File: config.mk
export PLATFORM = sky130hd
export DESIGN_NAME = dma_chctl_regs
export DESIGN_NICKNAME = d
export VERILOG_FILES = /design/src/rtl/dma_chctl_pkg.sv /design/src/rtl/dma_chctl_decode.sv /design/src/rtl/dma_chctl_setclr.sv /design/src/rtl/dma_chctl_gate.sv /design/src/rtl/dma_chctl_regs.sv
export SDC_FILE = /design/constraint.sdc
export NUM_CORES = 1
export LEC_CHECK = 0
export BUFFER_PORTS_ARGS = -buffer_cell sky130_fd_sc_hd__clkbuf_2
export CAP_MARGIN = 20
export CORE_UTILIZATION = 30
export DETAILED_ROUTE_END_ITERATION = 8
export SLEW_MARGIN = 20
export SYNTH_ARGS = -nofsm -noshare
export SYNTH_HDL_FRONTEND = slang
export SYNTH_HIERARCHICAL = 1
export SYNTH_SLANG_ARGS = --single-unit
File: constraint.sdc
create_clock -name clk -period 5.95 [get_ports clk]
set_input_delay 1.19 -clock clk [delete_from_list [all_inputs] [get_ports clk]]
set_output_delay 1.19 -clock clk [all_outputs]
set_load 0.005 [all_outputs]
File: src/rtl/dma_chctl_pkg.sv
package dma_chctl_pkg;

    // Byte offsets of the four aliases
    localparam logic [31:0] OFS_MASK_SET = 32'h20;
    localparam logic [31:0] OFS_MASK_CLR = 32'h24;
    localparam logic [31:0] OFS_EN_SET   = 32'h28;
    localparam logic [31:0] OFS_EN_CLR   = 32'h2C;

    typedef enum logic [2:0] {
        SEL_NONE     = 3'd0,
        SEL_MASK_SET = 3'd1,
        SEL_MASK_CLR = 3'd2,
        SEL_EN_SET   = 3'd3,
        SEL_EN_CLR   = 3'd4
    } reg_sel_e;

endpackage

File: src/rtl/dma_chctl_decode.sv
module dma_chctl_decode
    import dma_chctl_pkg::*;
#(
    parameter int AW = 8
) (
    input  logic [AW-1:0] addr_i,
    output reg_sel_e      sel_o
);

    always_comb begin
        unique case (addr_i)
            AW'(OFS_MASK_SET): sel_o = SEL_MASK_SET;
            AW'(OFS_MASK_CLR): sel_o = SEL_MASK_CLR;
            AW'(OFS_EN_SET):   sel_o = SEL_EN_SET;
            AW'(OFS_EN_CLR):   sel_o = SEL_EN_CLR;
            default:           sel_o = SEL_NONE;
        endcase
    end

endmodule

File: src/rtl/dma_chctl_setclr.sv
module dma_chctl_setclr #(
    parameter int NCH = 14
) (
    input  logic           clk,
    input  logic           rst_n,
    input  logic           set_stb_i,
    input  logic           clr_stb_i,
    input  logic [NCH-1:0] bits_i,
    output logic [NCH-1:0] vec_o
);

    logic [NCH-1:0] vec_q;

    always_ff @(posedge clk) begin
        if (!rst_n) begin
            vec_q <= '0;
        end else if (set_stb_i) begin
            vec_q <= vec_q | bits_i;
        end else if (clr_stb_i) begin
            vec_q <= vec_q & ~bits_i;
        end
    end

    assign vec_o = vec_q;


    set_sticks_chk: assert property (@(posedge clk) disable iff (!rst_n)
        set_stb_i |=> ((vec_q & $past(bits_i)) == $past(bits_i)));


    clr_removes_chk: assert property (@(posedge clk) disable iff (!rst_n)
        (clr_stb_i && !set_stb_i) |=> ((vec_q & $past(bits_i)) == '0));


    idle_hold_chk: assert property (@(posedge clk) disable iff (!rst_n)
        (!set_stb_i && !clr_stb_i) |=> $stable(vec_q));

endmodule

File: src/rtl/dma_chctl_gate.sv
module dma_chctl_gate #(
    parameter int NCH = 14
) (
    input  logic           clk,
    input  logic           rst_n,
    input  logic [NCH-1:0] req_i,
    input  logic [NCH-1:0] mask_i,
    input  logic [NCH-1:0] en_i,
    output logic [NCH-1:0] gated_o
);

    for (genvar c = 0; c < NCH; c++) begin : g_ch
        always_ff @(posedge clk) begin
            if (!rst_n) begin
                gated_o[c] <= 1'b0;
            end else begin
                gated_o[c] <= req_i[c] & ~mask_i[c] & en_i[c];
            end
        end
    end


    blocked_req_chk: assert property (@(posedge clk) disable iff (!rst_n)
        1'b1 |=> ((gated_o & ($past(mask_i) | ~$past(en_i))) == '0));

endmodule

File: src/rtl/dma_chctl_regs.sv
module dma_chctl_regs
    import dma_chctl_pkg::*;
#(
    parameter int NCH = 14,
    parameter int AW  = 8,
    parameter int DW  = 32
) (
    input  logic           clk,
    input  logic           rst_n,
    input  logic [AW-1:0]  bus_addr,
    input  logic           bus_wr_en,
    input  logic [DW-1:0]  bus_wr_data,
    input  logic           bus_rd_en,
    output logic [DW-1:0]  bus_rd_data,
    input  logic [NCH-1:0] periph_req,
    output logic [NCH-1:0] gated_req,
    output logic [NCH-1:0] chan_en
);

    localparam int PADW = DW - NCH;

    reg_sel_e       sel;
    logic [NCH-1:0] wr_bits;
    logic [NCH-1:0] mask_vec;
    logic [NCH-1:0] en_vec;
    logic           mask_set_stb, mask_clr_stb, en_set_stb, en_clr_stb;
    logic [DW-1:0]  rd_q;
    logic           unused_wr_hi;

    assign wr_bits      = bus_wr_data[NCH-1:0];
    assign unused_wr_hi = ^bus_wr_data[DW-1:NCH];

    dma_chctl_decode #(.AW(AW)) u_decode (
        .addr_i (bus_addr),
        .sel_o  (sel)
    );

    always_comb begin
        mask_set_stb = 1'b0;
        mask_clr_stb = 1'b0;
        en_set_stb   = 1'b0;
        en_clr_stb   = 1'b0;
        if (bus_wr_en) begin
            unique case (sel)
                SEL_MASK_SET: mask_set_stb = 1'b1;
                SEL_MASK_CLR: mask_clr_stb = 1'b1;
                SEL_EN_SET:   en_set_stb   = 1'b1;
                SEL_EN_CLR:   en_clr_stb   = 1'b1;
                default:      ;
            endcase
        end
    end

    dma_chctl_setclr #(.NCH(NCH)) u_mask (
        .clk       (clk),
        .rst_n     (rst_n),
        .set_stb_i (mask_set_stb),
        .clr_stb_i (mask_clr_stb),
        .bits_i    (wr_bits),
        .vec_o     (mask_vec)
    );

    dma_chctl_setclr #(.NCH(NCH)) u_enable (
        .clk       (clk),
        .rst_n     (rst_n),
        .set_stb_i (en_set_stb),
        .clr_stb_i (en_clr_stb),
        .bits_i    (wr_bits),
        .vec_o     (en_vec)
    );

    dma_chctl_gate #(.NCH(NCH)) u_gate (
        .clk     (clk),
        .rst_n   (rst_n),
        .req_i   (periph_req),
        .mask_i  (mask_vec),
        .en_i    (en_vec),
        .gated_o (gated_req)
    );

    // Registered readback; a cycle with no read loads zero
    always_ff @(posedge clk) begin
        if (!rst_n) begin
            rd_q <= '0;
        end else if (bus_rd_en) begin
            unique case (sel)
                SEL_MASK_SET: rd_q <= {{PADW{1'b0}}, mask_vec};
                SEL_EN_SET:   rd_q <= {{PADW{1'b0}}, en_vec};
                default:      rd_q <= '0;
            endcase
        end else begin
            rd_q <= '0;
        end
    end

    assign bus_rd_data = rd_q;
    assign chan_en     = en_vec;


    rsvd_zero_chk: assert property (@(posedge clk) disable iff (!rst_n)
        bus_rd_data[DW-1:NCH] == '0);


    idle_rd_zero_chk: assert property (@(posedge clk) disable iff (!rst_n)
        !bus_rd_en |=> (bus_rd_data == '0));


    clr_rd_zero_chk: assert property (@(posedge clk) disable iff (!rst_n)
        (bus_rd_en && (sel == SEL_MASK_CLR || sel == SEL_EN_CLR)) |=> (bus_rd_data == '0));


    unmapped_wr_chk: assert property (@(posedge clk) disable iff (!rst_n)
        (bus_wr_en && sel == SEL_NONE) |=> ($stable(mask_vec) && $stable(en_vec)));

endmodule

### After elaboration in Yosys (flattened, before gate mapping)

Cells that the tools add are included.

* register bits after elaboration: 74
* bits in latches: 0
* memory bits (writable): 0
* memory bits (read-only): 0
* input bits: 58
* output and inout port bits: 60
* memories kept: 0

* add/sub/neg operators: 0
* multiply operators: 0
* divide/modulo/power cells: 0
* $lt $le $gt $ge: 0
* eq/ne operators: 8
* shifts and indexed selects: 0
* multiplexer cells: 14
* bitwise operators: 47
* reductions and logical operators: 3

Operator list (count)
* $mux 14: 4
* $eq 8x6->1 const B: 4
* $and 1x1->1: 28
* $and 14x14->14: 2
* $or 14x14->14: 2
* $pmux 14 s2: 1
* $not 1->1: 14
* $not 14->14: 1
* $pmux 3 s4: 1
* $mux 1: 8
* $eq 3x2->1 const B: 2
* $reduce_bool 2->1: 2
* $eq 3x1->1 const B: 1
* $eq 3x3->1 const B: 1
* $reduce_and 2->1: 1

### Longest topological paths before layout

Gate-level depths: netlist (run 1).

* depth in word-level cells: 7
* gate-level depth with buffers: 8
* mapped depth without buffers: 6

### Hierarchy

The synthesis (run 1) kept the hierarchy.

By module, submodules not included
* dma_chctl_setclr: times used 2, cells each 60, area an instance 591.8 um2, seq. area each 280.3 um2
* dma_chctl_regs: times used 1, cells each 70, area an instance 714.4 um2, seq. area each 280.3 um2
* dma_chctl_gate: times used 1, cells each 29, area an instance 436.7 um2, seq. area each 280.3 um2
* dma_chctl_decode: times used 1, cells each 6, area an instance 45.0 um2, seq. area each 0.0 um2

### Least setup slack after synthesis (run 1)

No wires, ideal clock.

* path kind: input port to flip-flop
* from: input port bus_addr[1]
* to: register (tool-made name)
* setup time: 58 ps
* arrival time: 3183 ps
* required time: 5892 ps
* path slack: 2709 ps
* stages: 6
* cells stage by stage: or4b_4 nor4_1 nor4bb_1 clkbuf_1 and3_2 a31o_1

RTL lines
* from (decl): line dma_chctl_regs.sv:10 `input logic [AW-1:0] bus_addr,`

==> results of run 1 <==
metal layers:
metal  vias to the layer above  GRT usage [%]  part of all wire (%)
li1                        933              -                     -
met1                       902           15.8                    47
met2                        67           22.1                    47
met3                         5           3.27                   4.7
met4                         0           3.17                   1.0
met5                         -              0                     0
worst min path at each step:
stage                   start   endpoint  slack (ps)  cells past startpoint
floorplan           flip-flop  flip-flop         460                      1
global placement    flip-flop  flip-flop         480                      1
detailed placement  flip-flop  flip-flop         480                      1
CTS                 flip-flop  flip-flop         500                      1
global route        flip-flop  flip-flop         520                      1
finish              flip-flop  flip-flop         500                      1
metrics by stage:
| stage | cell area [µm²] | cells | util, % | hold WS [ps] | total power (W) |
|---|---|---|---|---|---|
| floorplan | 2440 | 242 | - | 463 | 0.000405 |
| CTS | 2870 | 404 | 37.3 | 502 | 0.000663 |
| global route | 2870 | 404 | 37.4 | 523 | 0.000681 |
| detailed placement | 2760 | 396 | 35.9 | 477 | 0.000413 |
| finish | 2870 | 404 | 37.4 | 499 | 0.000652 |
| global placement | 2750 | 396 | 35.8 | 475 | 0.000413 |
cells in the final DEF (no fill, tap or decap), types with 2 or more instances in the layout:
| master | count |
|---|---|
| a31o_1 | 22 |
| mux2i_1 | 14 |
| a31o_2 | 6 |
| and4b_2 | 4 |
| dfxtp_1 | 56 |
| conb_1 | 18 |
| clkbuf_2 | 80 |
| and4b_1 | 11 |
| nor4_2 | 2 |
| and3_2 | 18 |
| clkbuf_8 | 5 |
| nand2_1 | 30 |
| nor2_1 | 14 |
| and3_1 | 10 |
area by class of cell:
cell class              count  area, µm²
flip-flops and latches     56       1120
clock inverters             2       35.0
multi-input cells         156       1100
well taps                 102        128
repair buffers             82        413
clock buffers               6       72.6
fillers                   817       4820
cells by family (layout without fill, tap and decap cells):
family	Yosys count	in the layout	synth area share [%]
AO/OA/AOI/OAI	28	28	10.3
XOR/XNOR	1	1	0.368
buffers and inverters	30	90	10.9
flip-flops	56	56	47.1
multiplexers	14	14	5.89
other	1	18	0.158
AND/OR/NAND/NOR	95	95	25.3
power breakdown:
group / leakage [nW] / internal [W] / switching [W]
Sequential: 0.451 / 0.000375 / 0.000000150
Clock: 0.0552 / 0.000125 / 0.000122
Combinational: 0.816 / 0.0000115 / 0.0000184
Total: 1.32 / 0.000511 / 0.000141
==> metrics.csv, run 1 <==
stage,metric,value,unit
global_route,largest net degree at the start of global routing,72,
setup_path,worst r2r dst,u_gate/gated_o[12]$_SDFF_PN0_,
setup_path,Critical-path top delay cell,nor4_1,
cells_and_area,ant diodes,0,
setup_path,"Critical Path, Cell by Cell","clkbuf_2, or4b_4, nor4_1, nand2_1, nor3_4, nand2_1, a31o_2",
sta,crit path time final,3590,ps
synthesis,"Distinct cells, synth",22,
setup_path,"critical path fanouts, max",14,
route,final WL,5.28,mm
global_route,first-pass GRT wire length,8.42,mm
setup_path,Worst setup SP type,input port,
hold_path,HP Class,flip-flop to flip-flop,
synthesis,YS warnings,6,
place,dpl ws,1870,ps
sta,relative slew slack,27.3,%
clock_tree,Clock Latency Late Sink,300,ps
floorplan,Die X,91.1,µm
synthesis,post-synth top area share,47.1,%
synthesis,number of synthesized flops with an enable pin,0,
clock_tree,Resized cells post-CTS,0,
route,Vias/cell,4.72,
setup_path,Worst Path Buf+Inv,1,
clock_tree,Max H-tree Level,2,
synthesis,most common cell in the netlist,dfxtp_1,
sta,final hold vios,0,
sta,RSZ-0062 raised after global routing,no,
setup_path,Critical Path Max Stage Delay,760,ps
setup_path,CP top delay family,simple AND/OR/NAND/NOR gates,
sta,period utilization,60.4,%
route,drt drc,0,
synthesis,Mapped Area,2380,µm²
synthesis,Synth Register Bits,56,
route,Vias,1907,
synthesis,Synth area leaders,"dfxtp_1, a31o_1, buf_4, mux2i_1, and3_2",
sta,Worst-Margin Slew,1090,ps
global_route,total track usage,12.8,%
global_route,antenna violations before repair,0,
synthesis,asr flop ratio synth,0,%
route,Iter 0 DRT Violations,68,
setup_path,worst path arrival time,3790,ps
setup_path,WP data required,6150,ps
sta,max-slew violations,0,
setup_path,crit end category,flip-flop,
route,DRT Pass-1 Iters,6,
setup_path,FF-to-FF setup slack,5250,ps
synthesis,"top cells by count, synth","dfxtp_1, nand2_1, a31o_1",
clock_tree,postcts setup bufs,0,
sta,final worst setup slack,2360,ps
sta,endpoints failing setup,0,
floorplan,Die Y,91.1,µm
floorplan,die area,8290,µm²
clock_tree,clk buf depth,2,
setup_path,number of cells on the critical path,7,
floorplan,Std-Cell Core Area,7690,µm²
clock_tree,CTS tree,built,
cells_and_area,Area Overhead vs Synth,20.7,%
status,status,finished clean,
cells_and_area,share of layout cells above drive strength 1,41.1,%
power_and_ir_drop,Peak supply drop,0.0810,mV
setup_path,CP Class,input port to flip-flop,
clock_tree,CTS Root Cell,clkbuf_8,
power_and_ir_drop,Lkg Pwr,1.32,nW
synthesis,Synth Area per Inst,10.6,µm²
setup_path,Critical Path Start,bus_addr[1],
cells_and_area,Final #Nets,359,
place,gpl congestion,0.715,
clock_tree,Worst-path clk slew,100,ps
clock_tree,TritonCTS Sinks,56,
place,DP HPWL,3.51,mm
setup_path,reg2reg path depth,1,
synthesis,dominant synthesized flop cell,dfxtp_1,
global_route,GRT overflow,0,
power_and_ir_drop,P per Cell Area,227,nW/µm²
floorplan,site row count,32,
route,WL per Instance,13.1,µm
route,ANT nets after route,0,
synthesis,register area share after synthesis,47.1,%
sta,Setup TNS Final,0,ps
clock_tree,TritonCTS buffer count,5,
floorplan,IO Count,118,
place,input/output buffers,81,
global_route,vias in the first global route,1722,
sta,clk_skew,2.88,ps
synthesis,Post-Syn Instances,225,
clock_tree,hold buffer count at cts,0,
floorplan,Starting Density,31.0,%
setup_path,Crit path top cell by count,nand2_1,
run,Max-Cap Viols,0,
synthesis,Yosys top cell by area,dfxtp_1,
sta,Fmax achieved,278,MHz
Note: power is estimated with default switching activity, not from simulation.
==> inputs of run 2 (changes only) <==
==> constraint.sdc (replaced) <==
create_clock -name clk -period 3.14 [get_ports clk]
set_input_delay 0.628 -clock clk [delete_from_list [all_inputs] [get_ports clk]]
set_output_delay 0.628 -clock clk [all_outputs]
set_load 0.005 [all_outputs]
==> run 2 against run 1 <==
Effect of this change:
- via count is 0.52% higher
- clock power is 93% higher
- critical path depth is 1 higher
==> metrics.csv, run 2 (synthesized netlist as in run 1, its figures left out) <==
stage,metric,value,unit
status,status,finished clean,
sta,period utilization,82.8,%
global_route,Global Route met1 Usage,15.3,%
global_route,total track usage,12.7,%
power_and_ir_drop,Peak supply drop,0.181,mV
setup_path,FF-to-FF setup slack,2450,ps
setup_path,crit end category,flip-flop,
clock_tree,TritonCTS buffer count,5,
setup_path,worst path arrival time,2800,ps
route,WL per Instance,12.7,µm
route,Vias,1917,
power_and_ir_drop,Lkg Pwr,1.36,nW
floorplan,Std-Cell Core Area,7690,µm²
cells_and_area,"most common cell after layout, fill and taps aside",clkbuf_2,
cells_and_area,number of fill cells,800,
clock_tree,Max H-tree Level,2,
clock_tree,CTS tree,built,
cells_and_area,register area,1120,µm²
route,drt drc,0,
global_route,vias in the first global route,1786,
cells_and_area,multi-input logic area,1090,µm²
sta,final hold vios,0,
place,input/output buffers,81,
power_and_ir_drop,P per Cell Area,426,nW/µm²
sta,relative slew slack,45.6,%
clock_tree,TritonCTS Sinks,56,
cells_and_area,ant diodes,0,
clock_tree,hold buffer count at cts,0,
global_route,first-pass GRT wire length,8.33,mm
place,DP HPWL,3.66,mm
global_route,met2 usage,21.9,%
clock_tree,postcts setup bufs,0,
clock_tree,Clock Latency Late Sink,310,ps
sta,crit path time final,2600,ps
cells_and_area,share of layout cells above drive strength 1,42.0,%
floorplan,site row count,32,
route,Iter 0 DRT Violations,46,
cells_and_area,Area Overhead vs Synth,22.8,%
power_and_ir_drop,overall power,0.00125,W
route,Vias/cell,4.69,
sta,RSZ-0062 raised after global routing,no,
place,gpl congestion,0.705,
sta,Worst-Margin Slew,816,ps
floorplan,Die X,91.1,µm
setup_path,"critical path fanouts, max",8,
sta,endpoints failing setup,0,
sta,Setup TNS Final,0,ps
sta,max-slew violations,0,
clock_tree,Worst-path clk slew,110,ps
clock_tree,clk buf depth,2,
route,ANT nets after route,0,
clock_tree,Resized cells post-CTS,0,
setup_path,Worst setup SP type,input port,
cells_and_area,Final #Nets,364,
route,final WL,5.19,mm
global_route,GR peak layer,met2,
hold_path,HP Class,flip-flop to flip-flop,
global_route,met3 Use GR,3.69,%
clock_tree,CTS Root Cell,clkbuf_8,
floorplan,IO Count,118,
setup_path,CP Class,input port to flip-flop,
setup_path,WP data required,3340,ps
global_route,GRT overflow,0,
global_route,antenna violations before repair,0,
cells_and_area,"commonest cells after routing, fill and taps aside","clkbuf_2, dfxtp_1, nand2_1, a31o_1",
global_route,largest net degree at the start of global routing,48,
floorplan,Starting Density,31.0,%
sta,Fmax achieved,385,MHz
floorplan,die area,8290,µm²
run,Max-Cap Viols,0,
floorplan,Die Y,91.1,µm
route,DRT Pass-1 Iters,7,
sta,clk_skew,9.10,ps
## run 2: cell types whose count changed in the layout (fill, tap and decap cells not counted)
cell and change:
buf_4 +3, clkinv_4 +2, buf_12 +1, buf_2 -1
buf_6 +1, clkbuf_1 -1, clkbuf_2 +1, clkinv_2 -1
nor3_2 +1, nor3_4 -1, nor4_1 +1, nor4_2 -1
## run 2: critical path: stages
cell and delay (ps):
clkbuf_2 80, or4b_4 550, nor4_1 350, nand2_1 120, nor3_2 540, buf_6 230
nand2_1 60, a31o_2 230
## run 2: area by class of cell
cell class	instances	share of cell area, %
Sequential cell	56	38.4
Multi-Input combinational cell	156	37.3
Timing Repair Buffer	87	16.0
Tap cell	102	4.37
Clock buffer	5	2.36
Clock inverter	3	1.63
## run 2: metrics by stage
step / hold slack [ps] / setup WS, ps / util [%] / instances / instance area (µm²)
3_5_place_dp: 487 / 178 / 36.5 / 401 / 2810
2_1_floorplan: 463 / 461 / - / 242 / 2440
3_3_place_gp: 475 / 31.3 / 36.3 / 400 / 2790
4_1_cts: 511 / 513 / 38.0 / 409 / 2920
5_1_grt: 527 / 433 / 38.0 / 409 / 2920
6_report: 512 / 540 / 38.0 / 409 / 2920
## run 2: layer usage
layer  share of wire [%]  wire length [µm]  up-vias
met2                  47              2430       70
li1                    -                 -      939
met1                  47              2420      904
met4                0.77                40        0
met3                 5.8               303        4
met5                   0                 0        -
## run 2: final timing paths
check | start | to | depth (start not counted)
max reg2reg | flip-flop | u_gate/gated_o[10]$_SDFF_PN0_ | 1
max | bus_addr[1] | flip-flop | 8
min reg2reg | flip-flop | flip-flop | 1
min | flip-flop | flip-flop | 1
## run 2: where the power goes
| part | internal (W) | leakage [nW] | switching [W] |
|---|---|---|---|
| Sequential | 0.000710 | 0.451 | 0.000000300 |
| Clock | 0.000241 | 0.0583 | 0.000237 |
| Combinational | 0.0000230 | 0.851 | 0.0000348 |
| Total | 0.000974 | 1.36 | 0.000272 |
==> inputs of run 3 (changes only) <==
==> constraint.sdc (replaced) <==
create_clock -name clk -period 2.35 [get_ports clk]
set_input_delay 0.47 -clock clk [delete_from_list [all_inputs] [get_ports clk]]
set_output_delay 0.47 -clock clk [all_outputs]
set_load 0.005 [all_outputs]
==> run 3 against run 2 <==
Effect of this change:
- clock-buffer cell count rose by 1
- combinational power rose by 39%
- largest power group unchanged
- sequential share of layout area fell by 0.20 points
- setup slack got worse by 340 ps
==> metrics.csv, run 3 (synthesized netlist as in run 1, its figures left out) <==
stage,metric,value,unit
floorplan,Std-Cell Core Area,7690,µm²
setup_path,Critical Path Start,bus_addr[1],
clock_tree,clk buf depth,2,
run,Max-Cap Viols,0,
route,DRT Pass-1 Iters,4,
clock_tree,Max H-tree Level,2,
setup_path,reg2reg path depth,1,
cells_and_area,Final #Nets,368,
power_and_ir_drop,Flop pwr share,60.4,%
place,area post-placement,2840,µm²
power_and_ir_drop,P per Cell Area,535,nW/µm²
clock_tree,postcts setup bufs,0,
power_and_ir_drop,Combinational Power Share,5.1,%
cells_and_area,final instance area,2940,µm²
cells_and_area,number of fill cells,815,
floorplan,IO Count,118,
cells_and_area,"most common cell after layout, fill and taps aside",clkbuf_2,
power_and_ir_drop,Net Sw Power,0.000353,W
route,Vias/cell,4.66,
setup_path,WP data required,2600,ps
setup_path,FF-to-FF setup slack,1640,ps
sta,final hold vios,0,
sta,Worst-Margin Slew,763,ps
global_route,first-pass GRT wire length,8.57,mm
setup_path,CP Class,input port to flip-flop,
power_and_ir_drop,clock group share of total power,34.5,%
route,final WL,5.29,mm
clock_tree,TritonCTS buffer count,5,
global_route,largest net degree at the start of global routing,46,
place,input/output buffers,81,
sta,crit path time final,2150,ps
clock_tree,Worst-path clk slew,100,ps
clock_tree,Resized cells post-CTS,0,
cells_and_area,post-layout util,38.2,%
floorplan,Die Y,91.1,µm
route,Vias,1924,
cells_and_area,Area Overhead vs Synth,23.4,%
place,DP HPWL,3.73,mm
floorplan,Starting Density,31.0,%
route,WL per Instance,12.8,µm
global_route,total track usage,13.0,%
sta,period utilization,91.5,%
sta,endpoints failing setup,0,
cells_and_area,ant diodes,0,
floorplan,die area,8290,µm²
power_and_ir_drop,Switching Share,22.5,%
setup_path,worst path arrival time,2400,ps
setup_path,Worst setup SP type,input port,
cells_and_area,"commonest cells after routing, fill and taps aside","clkbuf_2, dfxtp_1, nand2_1, a31o_1",
floorplan,site row count,32,
sta,clk_skew,5.03,ps
floorplan,Die X,91.1,µm
route,drt drc,0,
sta,RSZ-0062 raised after global routing,no,
clock_tree,Clock Latency Late Sink,300,ps
clock_tree,CTS Root Cell,clkbuf_8,
setup_path,crit end category,flip-flop,
cells_and_area,share of layout cells above drive strength 1,43.4,%
global_route,antenna violations before repair,0,
clock_tree,TritonCTS Sinks,56,
global_route,vias in the first global route,1767,
setup_path,"critical path fanouts, max",14,
hold_path,HP Class,input port to flip-flop,
power_and_ir_drop,Peak supply drop,0.205,mV
status,status,finished clean,
sta,Fmax achieved,465,MHz
power_and_ir_drop,internal power,0.00122,W
clock_tree,CTS tree,built,
route,Iter 0 DRT Violations,45,
power_and_ir_drop,Lkg Pwr,1.38,nW
sta,max-slew violations,0,
route,ANT nets after route,0,
place,gpl congestion,0.710,
setup_path,worst r2r dst,u_gate/gated_o[13]$_SDFF_PN0_,
clock_tree,hold buffer count at cts,0,
sta,relative slew slack,49.1,%
global_route,GRT overflow,0,
-- run 3: cell types whose count changed in the layout (fill, tap and decap cells not counted) --
cell	delta
buf_4	+5
clkbuf_8	+1
nor4_1	-2
buf_6	-1
bufinv_16	-1
nor4_2	+2
clkinv_2	+2
clkinv_4	-2
-- run 3: final cells by class --
cell class | count | area [µm²] | share of cell area (%)
Clock buffer | 6 | 82.6 | 2.81
Clock inverter | 2 | 10.0 | 0.341
Multi-Input combinational cell | 156 | 1100 | 37.5
Sequential cell | 56 | 1120 | 38.2
Tap cell | 102 | 128 | 4.35
Timing Repair Buffer | 91 | 493 | 16.8
-- run 3: how the worst min path moves through the flow --
stage / start / endpoint / depth (start not counted)
after floorplan: flip-flop / flip-flop / 1
after global placement: flip-flop / flip-flop / 1
after detailed placement: flip-flop / flip-flop / 1
after CTS: periph_req[8] / u_gate/gated_o[8]$_SDFF_PN0_ / 2
after global routing: periph_req[3] / u_gate/gated_o[3]$_SDFF_PN0_ / 2
final: periph_req[8] / u_gate/gated_o[8]$_SDFF_PN0_ / 2
-- run 3: layer usage --
metal / GRT usage, % / part of all wire, % / up-vias
met2: 21.8 / 47 / 70
met5: 0 / 0 / -
li1: - / - / 944
met4: 4.37 / 0.57 / 0
met1: 15.9 / 45 / 908
met3: 3.77 / 7.0 / 2
-- run 3: stage by stage --
stage	setup WS, ps	hold slack [ps]	power [W]	TNS, ps	cells
after floorplan	13.5	463	0.00103	0	242
after global placement	-117	483	0.00105	-1570	405
after detailed placement	-133	493	0.00105	-2050	405
after CTS	191	410	0.00160	0	413
after global routing	15.2	416	0.00165	0	413
final	200	425	0.00157	0	413
-- run 3: power groups by stage --
stage                     Clock [W]  Sequential [W]  Combinational, W
after CTS                  0.000568        0.000949         0.0000804
after global routing       0.000615        0.000950         0.0000901
after floorplan                   0        0.000971         0.0000546
after detailed placement          0        0.000971         0.0000803
after global placement            0        0.000971         0.0000777
final                      0.000542        0.000949         0.0000801
-- run 3: critical path: stages --
cell      delay [ps]
clkbuf_2          80
or4b_4           550
nor4_2           200
nor4bb_4         680
and3_2           320
a31o_1            90
